==> config.mk <==
export PLATFORM = sky130hd
export DESIGN_NAME = lrt_sel
export DESIGN_NICKNAME = d
export VERILOG_FILES = /design/src/rtl/lrt_pkg.sv /design/src/rtl/lrt_regs.sv /design/src/rtl/lrt_mux.sv /design/src/rtl/lrt_fsm.sv /design/src/rtl/lrt_sel.sv
export SDC_FILE = /design/constraint.sdc
export NUM_CORES = 1
export LEC_CHECK = 0
export ABC_AREA = 1
export BUFFER_PORTS_ARGS = -buffer_cell sky130_fd_sc_hd__clkbuf_2
export CAP_MARGIN = 25
export CORE_ASPECT_RATIO = 1.75
export CORE_MARGIN = 2
export CORE_UTILIZATION = 35
export CTS_BUF_LIST = sky130_fd_sc_hd__clkbuf_8
export DETAILED_ROUTE_END_ITERATION = 7
export PLACE_DENSITY = 0.51
export SETUP_SLACK_MARGIN = 0.02
export SLEW_MARGIN = 5
export SYNTH_ARGS = -nofsm -noshare
export SYNTH_HDL_FRONTEND = slang
export SYNTH_SLANG_ARGS = --single-unit
==> constraint.sdc <==
create_clock -name clk -period 2.1 [get_ports clk]
set_clock_uncertainty 0.05 [all_clocks]
set_input_delay 0.21 -clock clk [delete_from_list [all_inputs] [get_ports clk]]
set_output_delay 0.21 -clock clk [all_outputs]
set_load 0.01 [all_outputs]
==> src/rtl/lrt_pkg.sv <==
package lrt_pkg;
    localparam int NPARAM = 9;
    localparam int CNT_W  = 7;
    localparam int REG_W  = CNT_W + 1;
    localparam int ADDR_W = 4;
    localparam int MULT_W = 7;

    typedef enum logic [1:0] {
        RC_FAST = 2'b00,
        RC_RSVD = 2'b01,
        RC_MID  = 2'b10,
        RC_SLOW = 2'b11
    } rate_e;

    typedef enum logic [1:0] {
        S_TRACK = 2'b00,
        S_HOLD  = 2'b01,
        S_RSVD  = 2'b10
    } state_e;

    function automatic logic [CNT_W-1:0] builtin_count(input logic fast, input int idx);
        unique case (idx)
            0: return fast ? 7'd7  : 7'd4;
            1: return fast ? 7'd31 : 7'd16;
            2: return fast ? 7'd10 : 7'd6;
            3: return fast ? 7'd16 : 7'd10;
            4: return fast ? 7'd8  : 7'd5;
            5: return fast ? 7'd14 : 7'd8;
            6: return fast ? 7'd10 : 7'd6;
            7: return fast ? 7'd16 : 7'd9;
            8: return fast ? 7'd8  : 7'd5;
            default: return '0;
        endcase
    endfunction

    function automatic logic [MULT_W-1:0] rate_multiple(input rate_e code);
        unique case (code)
            RC_FAST: return 7'd64;
            RC_MID:  return 7'd32;
            RC_SLOW: return 7'd16;
            default: return 7'd0;
        endcase
    endfunction
endpackage

==> src/rtl/lrt_regs.sv <==
module lrt_regs
    import lrt_pkg::*;
(
    input  logic                    clk,
    input  logic                    rst_n,
    input  logic                    wr_en,
    input  logic [ADDR_W-1:0]       wr_addr,
    input  logic [REG_W-1:0]        wr_data,
    output logic [NPARAM*REG_W-1:0] regs_flat
);
    for (genvar i = 0; i < NPARAM; i++) begin : g_reg
        always_ff @(posedge clk) begin
            if (!rst_n)
                regs_flat[i*REG_W +: REG_W] <= '0;
            else if (wr_en && (wr_addr == ADDR_W'(i)))
                regs_flat[i*REG_W +: REG_W] <= wr_data;
        end
    end
endmodule

==> src/rtl/lrt_mux.sv <==
module lrt_mux
    import lrt_pkg::*;
(
    input  logic [1:0]              rate_code,
    input  logic [NPARAM*REG_W-1:0] regs_flat,
    output logic [NPARAM*CNT_W-1:0] sel_flat,
    output logic [MULT_W-1:0]       sel_mult
);
    rate_e code;
    logic  no_table;
    logic  fast;

    assign code     = rate_e'(rate_code);
    assign no_table = (code == RC_SLOW);
    assign fast     = (code == RC_FAST);
    assign sel_mult = rate_multiple(code);

    for (genvar i = 0; i < NPARAM; i++) begin : g_sel
        logic [REG_W-1:0] r;
        logic             ovr;
        assign r   = regs_flat[i*REG_W +: REG_W];
        assign ovr = r[REG_W-1] || no_table;
        assign sel_flat[i*CNT_W +: CNT_W] = ovr ? r[CNT_W-1:0] : builtin_count(fast, i);
    end
endmodule

==> src/rtl/lrt_fsm.sv <==
module lrt_fsm
    import lrt_pkg::*;
(
    input  logic       clk,
    input  logic       rst_n,
    input  logic [1:0] rate_code,
    input  logic       tx_idle,
    output logic       load,
    output logic       rsv_err
);
    state_e state, nxt;
    logic   rsvd;

    assign rsvd = (rate_e'(rate_code) == RC_RSVD);

    always_comb begin
        nxt = state;
        unique case (state)
            S_TRACK: begin
                if (rsvd)          nxt = S_RSVD;
                else if (!tx_idle) nxt = S_HOLD;
            end
            S_HOLD: begin
                if (rsvd)         nxt = S_RSVD;
                else if (tx_idle) nxt = S_TRACK;
            end
            S_RSVD: begin
                if (!rsvd) nxt = tx_idle ? S_TRACK : S_HOLD;
            end
            default: nxt = S_HOLD;
        endcase
    end

    always_ff @(posedge clk) begin
        if (!rst_n) state <= S_HOLD;
        else        state <= nxt;
    end

    assign load = (nxt == S_TRACK);

    always_ff @(posedge clk) begin
        if (!rst_n)               rsv_err <= 1'b0;
        else if (nxt == S_RSVD)   rsv_err <= 1'b1;
    end
endmodule

==> src/rtl/lrt_sel.sv <==
module lrt_sel
    import lrt_pkg::*;
(
    input  logic                    clk,
    input  logic                    rst_n,
    input  logic                    wr_en,
    input  logic [ADDR_W-1:0]       wr_addr,
    input  logic [REG_W-1:0]        wr_data,
    input  logic [1:0]              rate_code,
    input  logic                    tx_idle,
    output logic [NPARAM*CNT_W-1:0] tim_out,
    output logic [MULT_W-1:0]       rate_mult,
    output logic                    rsv_err
);
    logic [NPARAM*REG_W-1:0] regs_flat;
    logic [NPARAM*CNT_W-1:0] sel_flat;
    logic [MULT_W-1:0]       sel_mult;
    logic                    load;

    lrt_regs u_regs (
        .clk(clk), .rst_n(rst_n), .wr_en(wr_en), .wr_addr(wr_addr),
        .wr_data(wr_data), .regs_flat(regs_flat)
    );

    lrt_mux u_mux (
        .rate_code(rate_code), .regs_flat(regs_flat),
        .sel_flat(sel_flat), .sel_mult(sel_mult)
    );

    lrt_fsm u_fsm (
        .clk(clk), .rst_n(rst_n), .rate_code(rate_code), .tx_idle(tx_idle),
        .load(load), .rsv_err(rsv_err)
    );

    always_ff @(posedge clk) begin
        if (!rst_n) begin
            tim_out   <= '0;
            rate_mult <= '0;
        end else if (load) begin
            tim_out   <= sel_flat;
            rate_mult <= sel_mult;
        end
    end
endmodule

; ---- Yosys cells after proc, flatten, opt, wreduce, memory -nomap -nowiden
; Index checks and enable logic that the tools add are counted.
[word_totals]
regBits = 145
[classes]
eq_ne = 14
reduce_logical = 22
n_mux = 24
[ops]
columns = cell, count
row1 = $mux 7, 9
row2 = $pmux 7 s3, 1
row3 = $eq 4x3->1 const B, 4
row4 = $mux 2, 6
row5 = $mux 4, 3
row6 = $mux 5, 2
row7 = $logic_and 1x1->1, 9
row8 = $logic_or 1x1->1, 9
row9 = $eq 2x2->1 const B, 4
row10 = $eq 4x2->1 const B, 2
row11 = $logic_not 2->1, 3
row12 = $pmux 2 s3, 1
row13 = $eq 2x1->1 const B, 2
row14 = $eq 4x1->1 const B, 1
row15 = $eq 4x4->1 const B, 1
row16 = $logic_not 4->1, 1
row17 = $mux 3, 1
row18 = $mux 1, 1

; ---- Logic depth before layout (Yosys ltp)
[logic_depth]
depth_word = 4
depth_mapped = 8

; ---- Modules after synthesis
; A second synthesis with hierarchy kept.
[unflattened]
cells_unflattened = 1069
hier_area_um2 = 6832.8
[modules_own_cells]
columns = mod, seq_area_each_um2, cells_per_inst, area_each_um2, n_inst
row1 = lrt_regs, 1441.4, 427, 2986.6, 1
row2 = lrt_sel, 1401.3, 444, 2891.5, 1
row3 = lrt_mux, 0.0, 181, 832.0, 1
row4 = lrt_fsm, 60.1, 17, 122.6, 1

; ---- Worst setup path after synthesis
; No wires, ideal clock.
[synth_path]
path_kind = register -> register
startpoint = register u_fsm.state[0]
endpoint = register tim_out[0]
path_stages_with_launch = 9
setup_slack_ns = 0.884
arrival_time_ns = 1.050
synth_period_minus_slack_ns = 1.216
setup_time_ns = 0.116
path_cell_list = dfxtp_1 nand2_1 nand2_1 inv_1 nand2_1 buf_4 buf_2 nor2_1 nor2_1
[synth_via]
elab_chain_len = 4
[synth_rtl]
columns = element, line
row1 = from (decl), lrt_fsm.sv:11  ; state_e state, nxt;
row2 = from (signal assigned), lrt_fsm.sv:36  ; else state <= nxt;
row3 = $mux 2 (on tied branches), "lrt_fsm.sv:25, lrt_fsm.sv:21"
row4 = $mux 2 (on tied branches), "lrt_fsm.sv:24, lrt_fsm.sv:20"
row5 = $pmux 2 s3 *, lrt_fsm.sv:18  ; unique case (state)
row6 = $logic_not 2->1 *, lrt_fsm.sv:39  ; assign load = (nxt == S_TRACK);
row7 = to (signal assigned), lrt_sel.sv:40  ; tim_out <= sel_flat;
row8 = to (decl), lrt_sel.sv:11  ; output logic [NPARAM*CNT_W-1:0] tim_out,
; Every way passes the cells marked *; elsewhere a longest branch is shown, timed or not.
; A chain may end at the register's enable or synchronous reset.

; ---- Final worst setup path
[layout_path]
startpoint = register u_fsm.state[0]
endpoint = register tim_out[29]
; The elaborated chain is that of the path after synthesis.

==> flow_summary.json <==
{
  "initial_core_util": 0.3585,
  "route.detailed.drc": 0,
  "cp_slowest_cell": "buf_4",
  "p_comb_frac": 0.086,
  "ys_seq_area_frac": 0.5117,
  "place_worst_setup_slack_ps": 536.6,
  "ctsHoldBuffers": 0,
  "clkPwrFrac": 0.417,
  "core_sq_mm": 0.01539,
  "cp.buffers_inverters": 1,
  "ir_drop_v": 0.0003859,
  "io_pins": 89,
  "htreeDepth": 4,
  "cts_resized": 0,
  "timing.critical_path.mode_cell": "nand2_1",
  "grt_max_degree": 95,
  "switchingPower_mw": 1.372,
  "final_common_cell": "nor2_1",
  "io_buffers": 84,
  "power_density_mw_per_mm2": 870.8,
  "startpoint_type": "flip-flop",
  "cp_data_arrival_time_ps": 1800,
  "final_area_sq_mm": 0.006452,
  "hold_viol": 0,
  "clockBufferDepth": 2,
  "dieArea_sq_mm": 0.01682,
  "cts_setup_buffers": 0,
  "mostFrequentLayoutCells": "158 x nor2_1, 141 x dfxtp_1, 119 x nand2_1",
  "synth_area_leaders": "dfxtp_1 51%, nor2_1 11%, nand2_1 8.2%",
  "status": "complete, no violations",
  "synth_top_area_cell": "dfxtp_1",
  "cap_violations": 0,
  "max_slew.worst_pin.slew_ps": 823.0,
  "tns_ps": 0,
  "timing.slew.headroom": 0.4513,
  "synthesis.instances": 745,
  "cts_inserted_buffers": 17,
  "post-route-period-util": 0.7026,
  "avgRoutedWirePerCell_um": 15.29,
  "slew_violations": 0,
  "sw_frac_of_total": 0.2442,
  "met3_usage": 0.03778,
  "clock-sinks": 141,
  "ys_ff_latch": 141,
  "clk_transition_reported_paths_ps": 80,
  "die_w_um": 98.91,
  "die_h_um": 170.1,
  "avgViaCountPerCell": 4.973,
  "grt_overflow_total": 0,
  "syn_avg_cell_area_sq_um": 7.405,
  "grt_pass1_wl_um": 24560,
  "antenna_left": 0,
  "cp.required_ps": 2420,
  "dp_hpwl_um": 10380,
  "fmax_ghz": 0.6777,
  "first_pass_iters": 5,
  "rows": 60,
  "clockRootBuffer": "clkbuf_8",
  "clkLatencyLatePin_ps": 430,
  "p_leak_nw": 2.728,
  "synth_area_sq_mm": 0.005517,
  "rsz0062_at_grt": "no",
  "yosysTopAreaCellShare": 0.5117,
  "drt_iter0_drc": 283,
  "num_vias": 5038,
  "critPathTopFamily": "simple AND/OR/NAND/NOR gates",
  "globalRoute.busiestLayer": "met2",
  "layout-drive-gt1-share": 0.1705,
  "cp-end-kind": "flip-flop",
  "post_dp_cell_area_sq_mm": 0.006026,
  "cpPeakStageDelay_ps": 370,
  "finalSetupViolCount": 0,
  "worstPathMaxFanout": 43,
  "post-route-min-period_ps": 1476,
  "path_class": "flip-flop to flip-flop",
  "finalNetCount": 833,
  "met1_usage": 0.2274,
  "grt_use_met2": 0.3240,
  "synth_warnings": 0,
  "hold_ws_ps": 90.98,
  "cp_cell_sequence": "nand2_1 -> nand2_1 -> nor2_4 -> buf_4 -> nand3_1 -> a21oi_1",
  "min_path_type": "input port to flip-flop",
  "grt_pass1_vias": 4723,
  "grt_util_all_layers": 0.1852,
  "diodes": 0,
  "tritoncts": "built",
  "setup_ws_ps": 624.5,
  "synth_cell_types": 22,
  "area_growth_pct": 16.97,
  "drt_wl_total_um": 15490,
  "p_int_mw": 4.247,
  "p_seq_frac": 0.497,
  "antenna_found_initial": 0,
  "routabilityCongestion": 0.8312
}
cells by family (layout without fill, tap and decap cells):
group                  after synthesis  count (layout)  share of synthesized area
AO/OA/AOI/OAI                      138             138                     0.1252
buffers and inverters               86             165                    0.06940
flip-flops                         141             141                     0.5117
other                                1               4                  0.0006798
AND/OR/NAND/NOR                    379             379                     0.2930
metrics by stage:
step	instances	power (mW)	utilization
floorplan	748	3.170	-
global placement	982	3.330	0.3915
detailed placement	982	3.340	0.3915
CTS	1013	5.681	0.4193
global route	1013	5.840	0.4193
finish	1013	5.619	0.4193
registers in the layout (all words and copies together) (netlist names):
signal            count
rate_mult             3
tim_out              63
u_fsm.rsv_err         1
u_fsm.state           2
u_regs.regs_flat     72
per-layer routing:
layer	share of wire	vias to the layer above
li1	-	2544
met1	0.42	2340
met2	0.51	134
met3	0.046	20
met4	0.015	0
met5	0	-
worst paths after layout:
path	start	end	slack (ps)	cells after the start
max reg2reg	u_fsm.state[0]$_SDFF_PN1_	tim_out[29]$_SDFFE_PN0N_	620	6
max	u_fsm.state[0]$_SDFF_PN1_	tim_out[29]$_SDFFE_PN0N_	620	6
min	rate_code[1]	rate_mult[5]$_SDFFE_PN0N_	90	3
min reg2reg	u_regs.regs_flat[6]$_SDFFE_PN0P_	u_regs.regs_flat[6]$_SDFFE_PN0P_	420	2
final cells by class:
class | count | area, sq um
clock buffer | 20 | 275.3
clock inverter | 11 | 151.4
fill | 1627 | 8937
inverter | 40 | 150.1
multi-input combinational | 521 | 2325
sequential | 141 | 2823
tap | 186 | 232.7
timing repair buffer | 94 | 495.5
synth_stat cells (all sizes together):
master  number
nand2      122
nor3        36
nand3       48
nor2       166
inv         40
clkbuf      16
nand4        6
a21oi       48
dfxtp      141
buf         30
nand3b       1
conb         1
o21ai       90
power groups by stage:
| stage | Sequential (mW) | Combinational (mW) | Clock [mW] |
|---|---|---|---|
| global placement | 2.85 | 0.480 | 0 |
| floorplan | 2.87 | 0.303 | 0 |
| finish | 2.79 | 0.484 | 2.34 |
| CTS | 2.79 | 0.490 | 2.40 |
| detailed placement | 2.85 | 0.488 | 0 |
| global route | 2.80 | 0.541 | 2.50 |
worst reg2reg max path, cell delays in order, from the launching register on:
cell	delay, ps
dfxtp_1	300
nand2_1	80
nand2_1	110
nor2_4	100
buf_4	370
nand3_1	250
a21oi_1	160
Power figures use the tool's default switching activity.
